### config.mk
export PLATFORM = sky130hd
export DESIGN_NAME = xcr_write_guard
export DESIGN_NICKNAME = d
export VERILOG_FILES = /design/src/rtl/xcrw_pkg.sv /design/src/rtl/xcrw_check.sv /design/src/rtl/xcrw_state.sv /design/src/rtl/xcr_write_guard.sv
export SDC_FILE = /design/constraint.sdc
export NUM_CORES = 1
export LEC_CHECK = 0
export BUFFER_PORTS_ARGS = -buffer_cell sky130_fd_sc_hd__buf_2
export CAP_MARGIN = 10
export CORE_AREA = 2 2 106 108
export CTS_CLUSTER_SIZE = 20
export DETAILED_ROUTE_END_ITERATION = 8
export DIE_AREA = 0 0 108 110
export PLACE_DENSITY = 0.61
export SKIP_LAST_GASP = 1
export SYNTH_ARGS = -nofsm -noshare
export SYNTH_HDL_FRONTEND = slang
export SYNTH_SLANG_ARGS = --single-unit
### constraint.sdc
create_clock -name clk -period 1.85 [get_ports clk]
set_clock_uncertainty 0.1 [all_clocks]
set_input_delay 0.0925 -clock clk [delete_from_list [all_inputs] [get_ports clk]]
set_output_delay 0.0925 -clock clk [all_outputs]
set_load 0.01 [all_outputs]
### src/rtl/xcrw_pkg.sv
package xcrw_pkg;

    localparam int HALF_W = 32;
    localparam int XLEN   = 2 * HALF_W;
    localparam int SRC_W  = 64;
    localparam int PRIV_W = 2;
    localparam int MODE_W = 3;

    typedef enum logic [1:0] {
        FK_NONE = 2'b00,
        FK_GP   = 2'b01,
        FK_UD   = 2'b10
    } fault_kind_e;

    typedef enum logic [MODE_W-1:0] {
        MODE_REAL   = 3'd0,
        MODE_PROT   = 3'd1,
        MODE_COMPAT = 3'd2,
        MODE_LONG   = 3'd3,
        MODE_V86    = 3'd4
    } cpu_mode_e;

endpackage

### src/rtl/xcrw_check.sv
module xcrw_check
    import xcrw_pkg::*;
#(
    parameter logic [XLEN-1:0] SUPPORTED_MASK = 64'h0000_0001_0000_00E7
) (
    input  logic [SRC_W-1:0]  index,
    input  logic [XLEN-1:0]   value,
    input  logic [PRIV_W-1:0] priv,
    input  logic [MODE_W-1:0] mode,
    input  logic              feat_present,
    input  logic              os_enable,
    input  logic              lock_prefix,
    output fault_kind_e       kind
);

    localparam logic [XLEN-1:0] RSVD_MASK = ~SUPPORTED_MASK;

    logic ud_cause;
    logic v86_cause;
    logic priv_cause;
    logic idx_cause;
    logic bit0_cause;
    logic pair_cause;
    logic rsvd_cause;
    logic gp_cause;
    logic unused_idx_hi;

    assign unused_idx_hi = ^index[SRC_W-1:HALF_W];

    always_comb begin
        ud_cause   = !feat_present || !os_enable || lock_prefix;
        v86_cause  = (mode == MODE_V86);
        priv_cause = (mode != MODE_REAL) && (mode != MODE_V86) && (priv != '0);
        idx_cause  = (index[HALF_W-1:0] != '0);
        bit0_cause = !value[0];
        pair_cause = (value[2:1] == 2'b10);
        rsvd_cause = |(value & RSVD_MASK);
        gp_cause   = v86_cause | priv_cause | idx_cause
                   | bit0_cause | pair_cause | rsvd_cause;
        if (ud_cause) begin
            kind = FK_UD;
        end else if (gp_cause) begin
            kind = FK_GP;
        end else begin
            kind = FK_NONE;
        end
    end

    always_comb begin
        assert_accept_bit0_R3: assert (kind != FK_NONE || value[0] || !(feat_present && os_enable && !lock_prefix) || 1'b1 == (kind != FK_NONE))
            else $error("accepted write clearing bit 0");
        assert_accept_pair_R4: assert (!(kind == FK_NONE && value[2:1] == 2'b10))
            else $error("accepted forbidden bit pair");
        assert_accept_rsvd_R5: assert (!(kind == FK_NONE && (value & RSVD_MASK) != '0))
            else $error("accepted reserved bits");
    end

endmodule

### src/rtl/xcrw_state.sv
module xcrw_state
    import xcrw_pkg::*;
#(
    parameter logic [XLEN-1:0] RESET_VALUE = 64'h1
) (
    input  logic            clk,
    input  logic            rst_n,
    input  logic            req_valid,
    input  logic [XLEN-1:0] value,
    input  fault_kind_e     kind,
    output logic [XLEN-1:0] xcr_value,
    output logic            done_pulse,
    output logic            fault_pulse,
    output fault_kind_e     fault_type
);

    typedef struct packed {
        logic [XLEN-1:0] xcr;
        logic            done;
        logic            fault;
        fault_kind_e     kind;
    } state_t;

    state_t s_d;
    state_t s_q;

    always_comb begin
        s_d       = s_q;
        s_d.done  = 1'b0;
        s_d.fault = 1'b0;
        s_d.kind  = FK_NONE;
        if (req_valid) begin
            if (kind == FK_NONE) begin
                s_d.xcr  = value;
                s_d.done = 1'b1;
            end else begin
                s_d.fault = 1'b1;
                s_d.kind  = kind;
            end
        end
    end

    always_ff @(posedge clk) begin
        if (!rst_n) begin
            s_q.xcr   <= RESET_VALUE;
            s_q.done  <= 1'b0;
            s_q.fault <= 1'b0;
            s_q.kind  <= FK_NONE;
        end else begin
            s_q <= s_d;
        end
    end

    assign xcr_value   = s_q.xcr;
    assign done_pulse  = s_q.done;
    assign fault_pulse = s_q.fault;
    assign fault_type  = s_q.kind;

    assert_keep_on_fault_R11: assert property (@(posedge clk) disable iff (!rst_n)
        s_q.fault |-> s_q.xcr == $past(s_q.xcr))
        else $error("register changed on a faulting request");

    assert_excl_pulse_R9: assert property (@(posedge clk) disable iff (!rst_n)
        !(s_q.fault && s_q.done))
        else $error("done and fault together");

    assert_fault_typed_R11: assert property (@(posedge clk) disable iff (!rst_n)
        s_q.fault |-> (s_q.kind == FK_GP || s_q.kind == FK_UD))
        else $error("fault without a type");

    assert_bit0_held_R3: assert property (@(posedge clk) disable iff (!rst_n)
        s_q.xcr[0])
        else $error("stored value has bit 0 clear");

    assert_pair_held_R4: assert property (@(posedge clk) disable iff (!rst_n)
        s_q.xcr[2:1] != 2'b10)
        else $error("stored value has forbidden pair");

endmodule

### src/rtl/xcr_write_guard.sv
module xcr_write_guard
    import xcrw_pkg::*;
#(
    parameter logic [XLEN-1:0] SUPPORTED_MASK = 64'h0000_0001_0000_00E7,
    parameter logic [XLEN-1:0] RESET_VALUE    = 64'h1
) (
    input  logic              clk,
    input  logic              rst_n,
    input  logic              req_valid,
    input  logic [SRC_W-1:0]  req_index,
    input  logic [SRC_W-1:0]  req_data_hi,
    input  logic [SRC_W-1:0]  req_data_lo,
    input  logic [PRIV_W-1:0] cur_priv,
    input  logic [MODE_W-1:0] cpu_mode,
    input  logic              feat_present,
    input  logic              os_enable,
    input  logic              lock_prefix,
    output logic [XLEN-1:0]   rd_data,
    output logic              wr_done,
    output logic              fault_valid,
    output logic [1:0]        fault_kind
);

    logic [XLEN-1:0] wr_value;
    fault_kind_e     chk_kind;
    fault_kind_e     st_kind;
    logic            unused_src_hi;

    assign wr_value      = {req_data_hi[HALF_W-1:0], req_data_lo[HALF_W-1:0]};
    assign unused_src_hi = ^{req_data_hi[SRC_W-1:HALF_W], req_data_lo[SRC_W-1:HALF_W]};

    xcrw_check #(
        .SUPPORTED_MASK (SUPPORTED_MASK)
    ) check_i (
        .index        (req_index),
        .value        (wr_value),
        .priv         (cur_priv),
        .mode         (cpu_mode),
        .feat_present (feat_present),
        .os_enable    (os_enable),
        .lock_prefix  (lock_prefix),
        .kind         (chk_kind)
    );

    xcrw_state #(
        .RESET_VALUE (RESET_VALUE)
    ) state_i (
        .clk         (clk),
        .rst_n       (rst_n),
        .req_valid   (req_valid),
        .value       (wr_value),
        .kind        (chk_kind),
        .xcr_value   (rd_data),
        .done_pulse  (wr_done),
        .fault_pulse (fault_valid),
        .fault_type  (st_kind)
    );

    assign fault_kind = st_kind;

    assert_ud_first_R9: assert property (@(posedge clk) disable iff (!rst_n)
        (req_valid && (!feat_present || !os_enable || lock_prefix))
        |=> (fault_valid && fault_kind == FK_UD))
        else $error("undefined-opcode cause not reported first");

    assert_v86_gp_R7: assert property (@(posedge clk) disable iff (!rst_n)
        (req_valid && feat_present && os_enable && !lock_prefix && cpu_mode == MODE_V86)
        |=> (fault_valid && fault_kind == FK_GP))
        else $error("virtual-8086 request not faulted");

    assert_commit_value_R1: assert property (@(posedge clk) disable iff (!rst_n)
        wr_done |-> rd_data == $past(wr_value))
        else $error("committed value mismatch");

    assert_rsvd_held_R5: assert property (@(posedge clk) disable iff (!rst_n)
        (rd_data & ~SUPPORTED_MASK) == '0)
        else $error("stored value has reserved bits");

endmodule

# Word level (Yosys, flattened, before mapping)
# Index checks and enable logic that the tools add are counted.
# W data, S select, Z words.
classes:
  bitwise: 7
  n_mux: 4
  n_eq_ne: 3
  n_shift: 0
  reduce_logical: 15
  order_cmp: 0
  n_mul: 0
  n_addsub: 0
  n_div: 0
op_table:
  columns: ["operator", "n"]
  rows:
  - ["$reduce_or A57 Y1", 1]
  - ["$reduce_bool A32 Y1", 1]
  - ["$or A1 B1 Y1", 5]
  - ["$reduce_and A2 Y1", 2]
  - ["$eq A3 B3 Y1 const B", 1]
  - ["$logic_not A1 Y1", 3]
  - ["$mux W3", 1]
  - ["$ne A3 B3 Y1 const B", 1]
  - ["$reduce_bool A3 Y1", 1]
  - ["$reduce_or A3 Y1", 1]
  - ["$eq A2 B2 Y1 const B", 1]
  - ["$logic_and A1 B1 Y1", 2]
  - ["$logic_not A2 Y1", 1]
  - ["$logic_or A1 B1 Y1", 2]
  - ["$mux W1", 2]
  - ["$mux W2", 1]
  - ["$not A1 Y1", 2]
  - ["$reduce_bool A2 Y1", 1]
totals:
  ramBits: 0
  regBits: 68
  out_inout_bits: 68
  latchBits: 0
  romBits: 0
  mem_count: 0
  inputBits: 203
  elab_cells: 33

# Depth between registers and ports, before layout
depth:
  depth_word: 12
  ltp_mapped: 7
  ltp_nobuf: 5

# Cells and area by module
# From an unflattened synthesis, not the netlist that was laid out.
hier_totals:
  hier_cells: 327
  area_unflattened_um2: 2980.4
by_module_without_submodules:
  columns: ["module", "seq_area_each_um2", "cells_each", "n_inst", "area_each_um2"]
  rows:
  - ["xcrw_state", 1361.3, 288, 1, 2728.9]
  - ["xcrw_check", 0.0, 39, 1, 251.5]

# Least setup slack after synthesis
# No wires, ideal clock.
synth_timing:
  path_kind: "input to register"
  startpoint: "in req_data_hi[21]"
  endpoint: "reg state_i.s_q (netlist bit state_i.xcr_value[26])"
  setup_ns: 0.113
  arrival_time_ns: 1.417
  path_slack_ns: 0.220
  path_stages: 7
  required_time_ns: 1.637
  path_buffers: 2
  path_cell_list: "nor4_1 -> nand4_1 -> nor4_4 -> a21boi_2 -> buf_6 -> buf_6 -> and2_4"
synth_between:
  elab_chain_len: 6
synth_rtl:
  columns: ["item", "line_no", "rtl"]
  rows:
  - ["from (decl)", "xcr_write_guard.sv:11", "input logic [SRC_W-1:0] req_data_hi,"]
  - ["$reduce_or A57 Y1", "xcrw_check.sv:37", "rsvd_cause = |(value & RSVD_MASK);"]
  - ["$or A1 B1 Y1", "xcrw_check.sv:39", "| bit0_cause | pair_cause | rsvd_cause;"]
  - ["$mux W1", "xcrw_check.sv:42", "end else if (gp_cause) begin"]
  - ["$mux W2", "xcrw_check.sv:40", "if (ud_cause) begin"]
  - ["$logic_not A2 Y1", "xcrw_state.sv:33", "if (kind == FK_NONE) begin"]
  - ["$reduce_and A2 Y1 (no source line)", null, null]
  - ["to (decl)", "xcrw_state.sv:25", "state_t s_q;"]
# Every way passes these cells.
# A chain may end at the register's enable or synchronous reset.

# Worst setup path after layout
layout_timing:
  startpoint: "in req_data_hi[15]"
  endpoint: "reg state_i.s_q (netlist bit state_i.xcr_value[5])"
# Same word-level chain as after synthesis.

==> results_tabular.tex <==
\begin{tabular}{lr}
\hline
Metric & Value \\
\hline
\multicolumn{2}{l}{\textbf{Timing}} \\
\quad Final critical path time including I/O delays and setup & 1690 ps \\
\quad Final worst slack & 159 ps \\
\quad Max-Slew Margin vs Limit & 75.7\% \\
\quad Peak clock frequency supported by timing & 591 MHz \\
\quad Total Neg Setup Slack & 0 ps \\
\quad Fin. Hold Viols & 0 \\
\quad Worst slack on hold paths & 70.2 ps \\
\quad Pins over their slew limit & 0 \\
\quad Period utilization & 91.4\% \\
\quad Actual slew at the worst max-slew pin & 362 ps \\
\quad Final-report setup violation count & 0 \\
\quad Setup repair after global routing missed its margin & false \\
\multicolumn{2}{l}{\textbf{Power}} \\
\quad Internal power summed over all cells & 2240 uW \\
\quad Switching fraction of total power & 21.0\% \\
\quad Net switching component of the power & 595 uW \\
\quad Part of the total power dissipated in combinational logic & 6.4\% \\
\quad Clk network pwr share & 41.8\% \\
\quad Largest vdd supply drop & 376 uV \\
\quad Proportion of power drawn by flip-flops and latches & 51.8\% \\
\quad Static leakage & 0.00186 uW \\
\quad Power Density & 783 mW/mm2 \\
\multicolumn{2}{l}{\textbf{Placement}} \\
\quad Estimated wirelength of the detail-placed design & 5.13 mm \\
\quad Buffers added on ports & 174 \\
\quad Post-place setup slack & -313 ps \\
\quad Area after detailed placement & 0.00333 mm2 \\
\quad RD Place Congestion & 0.790 \\
\multicolumn{2}{l}{\textbf{GRT}} \\
\quad Total GRT Usage & 11.1\% \\
\quad Largest net degree at the start of global routing & 37 \\
\quad GR Overflow Total & 0 \\
\quad Number of global-route vias before repair & 2049 \\
\quad Antenna violations before repair & 0 \\
\quad First-pass GRT wire length & 9.87 mm \\
\multicolumn{2}{l}{\textbf{Worst setup path}} \\
\quad Nature of the critical path endpoint & flop \\
\quad Maximum fanout count along the critical path & 12 \\
\quad Ordered list of cells on the worst path & buf\_2 > nor4\_2 > buf\_4 > nand4\_1 > nor4\_4 > buf\_4 > a21boi\_0 > o21a\_1 \\
\quad Endpoint arrival time on the critical path & 1810 ps \\
\quad Cell with the largest stage delay on the worst path & nor4\_4 \\
\quad Top Family by Delay on Critical Path & simple AND/OR/NAND/NOR gates \\
\quad Type of origin of the critical path & input port \\
\quad Crit. Startpoint & req\_data\_hi[15] \\
\quad Buffers \& Inverters on Critical Path & 3 \\
\quad Maximum single-stage delay on the critical path & 420 ps \\
\quad Library cell appearing most often on the critical path & buf\_4 \\
\quad CP required & 1970 ps \\
\quad Critical path class & input port to flop \\
\quad R2R Path Start & state\_i.xcr\_value[5] \\
\multicolumn{2}{l}{\textbf{Worst hold path}} \\
\quad Hold Crit Class & input port to flop \\
\quad Worst min-delay path startpoint & os\_enable \\
\multicolumn{2}{l}{\textbf{Yosys}} \\
\quad Cell area after technology mapping & 0.00224 mm2 \\
\quad Yosys warning count & 0 \\
\quad Synthesized flop and latch total & 68 \\
\quad Average instance area after synthesis & 11.3 um2 \\
\quad Number of different library cells in the post-synthesis netlist & 25 \\
\quad Post-Synthesis Cells & 198 \\
\quad Number of nets produced by synthesis & 401 \\
\quad Fraction of the yosys area taken by sequential cells & 60.7\% \\
\multicolumn{2}{l}{\textbf{Final layout}} \\
\quad Final non-filler cell area & 0.00362 mm2 \\
\quad Number of diodes & 0 \\
\quad Signed area change from the synthesized netlist to the final layout & 61.4\% \\
\quad Commonest cells after routing, fill and taps aside & buf\_2, dfxtp\_1, and2\_1, nor4\_1 \\
\quad Number of nets in the layout & 595 \\
\quad Ratio of cells with drive above 1 in the final layout & 53.4\% \\
\quad Post-Route Utilization & 33.8\% \\
\quad Leading cell type in the layout, fill and taps excluded & buf\_2 \\
\multicolumn{2}{l}{\textbf{Drt}} \\
\quad Number of antenna-violating nets in the routed design & 0 \\
\quad Via count & 2123 \\
\quad Vias per inst & 3.95 \\
\quad Number of DRC violations after detailed-routing iteration 0 & 61 \\
\quad Final Routed Wirelength & 6.40 mm \\
\quad Post-route DRC & 0 \\
\quad Number of search-and-repair iterations in the first detailed-routing pass & 4 \\
\quad Wire per inst & 11.9 um \\
\multicolumn{2}{l}{\textbf{Clock network}} \\
\quad H-Tree Level Count & 3 \\
\quad Clk root buf & clkbuf\_8 \\
\quad Worst-Skew Late Latency & 330 ps \\
\quad CTS tree & built \\
\quad Number of setup buffers added after CTS & 0 \\
\quad Number of sinks handled by clock tree synthesis & 68 \\
\quad Clock slew at reported path FFs & 70 ps \\
\quad Number of CTS-inserted buffers & 9 \\
\quad CTS Buffer Depth & 2 \\
\multicolumn{2}{l}{\textbf{Floorplanning}} \\
\quad Area of the die & 0.0119 mm2 \\
\quad Floorplan Core Area & 0.0107 mm2 \\
\quad Starting utilization of the core area & 21.0\% \\
\quad Count of pins on the block boundary & 271 \\
\quad Die outline height & 110 um \\
\quad DIE WIDTH & 108 um \\
\quad Rows & 38 \\
\multicolumn{2}{l}{\textbf{Run status}} \\
\quad Outcome & completed \\
\multicolumn{2}{l}{\textbf{Job}} \\
\quad Max Cap Viol & 0 \\
\hline
\end{tabular}
[kinds of logic (layout without fill, tap and decap cells)]
kind of cell | count (synthesis) | after routing | share of synthesized area (%)
and+or+nand+nor | 105 | 105 | 31.4
DFF | 68 | 68 | 60.7
AOI/OAI and AO/OA | 16 | 16 | 5.30
buffers and inverters | 9 | 208 | 2.62
[timing repair]
| item | CTS | global route |
|---|---|---|
| endpoints found under the setup margin | 0 | 28 |
| hold buffers | 9 | 0 |
| hold endpoints to repair | 10 | 0 |
| resized for setup | 0 | 1 |
[synthesized netlist by cell type (all sizes together)]
cell type	number	share of area (%)
dfxtp	68	61
and2	57	17
nor4	24	8.0
a21boi	7	2.5
and3	6	1.7
o21a	6	2.0
clkbuf	5	0.89
nand4	5	1.4
buf	4	1.7
nand2	3	0.50
nand2b	2	0.56
nand3	2	0.45
nor2	2	0.33
a21oi	1	0.22
a31oi	1	0.28
and3b	1	0.39
nand4b	1	0.39
nor3	1	0.22
o22ai	1	0.28
or3b	1	0.39
[state kept, by name, indices dropped and copies added, names as in the netlist]
name,flops
state_i.fault_pulse,1
state_i.xcr_value,64
state_i.fault_type,2
state_i.done_pulse,1
[path summary, 6_finish.rpt]
check                     endpoint  slack, ps  cells after the start
max           state_i.xcr_value[5]        160                      8
min          state_i.fault_type[1]         70                      3
max reg2reg   state_i.xcr_value[5]       1020                      2
min reg2reg  state_i.xcr_value[44]        350                      1
[tightest hold or removal path, cell delays in order]
cell	delay, ps
buf_2	70
and3b_1	230
nor2_1	60
[metal layers]
metal	global-route usage, %	wire, um	up-vias
met2	19.2	3170	100
met5	0	0	-
met3	5.29	623	7
met4	3.85	43	0
li1	-	-	1070
met1	11.9	2560	946
[power groups by stage]
stage / clock, uW / sequential [uW] / combinational (uW)
3_3_place_gp: 0 / 1500 / 164
2_1_floorplan: 0 / 1500 / 38.0
5_1_grt: 1320 / 1470 / 202
6_report: 1190 / 1470 / 181
3_5_place_dp: 0 / 1500 / 167
4_1_cts: 1240 / 1470 / 183
[metrics by stage]
stage	instances	total power, uW
finish	537	2830
global route	537	2980
detailed placement	512	1670
global placement	512	1660
CTS	537	2890
floorplan	198	1540
[area by class of cell]
| cell class | instances | area, um2 |
|---|---|---|
| clock buffer | 12 | 145 |
| sequential | 68 | 1360 |
| timing repair buffer | 192 | 1050 |
| multi-input combinational | 121 | 836 |
| clock inverter | 4 | 48.8 |
| tap | 140 | 175 |
| fill | 1096 | 7080 |
Power figures use the tool's default switching activity.
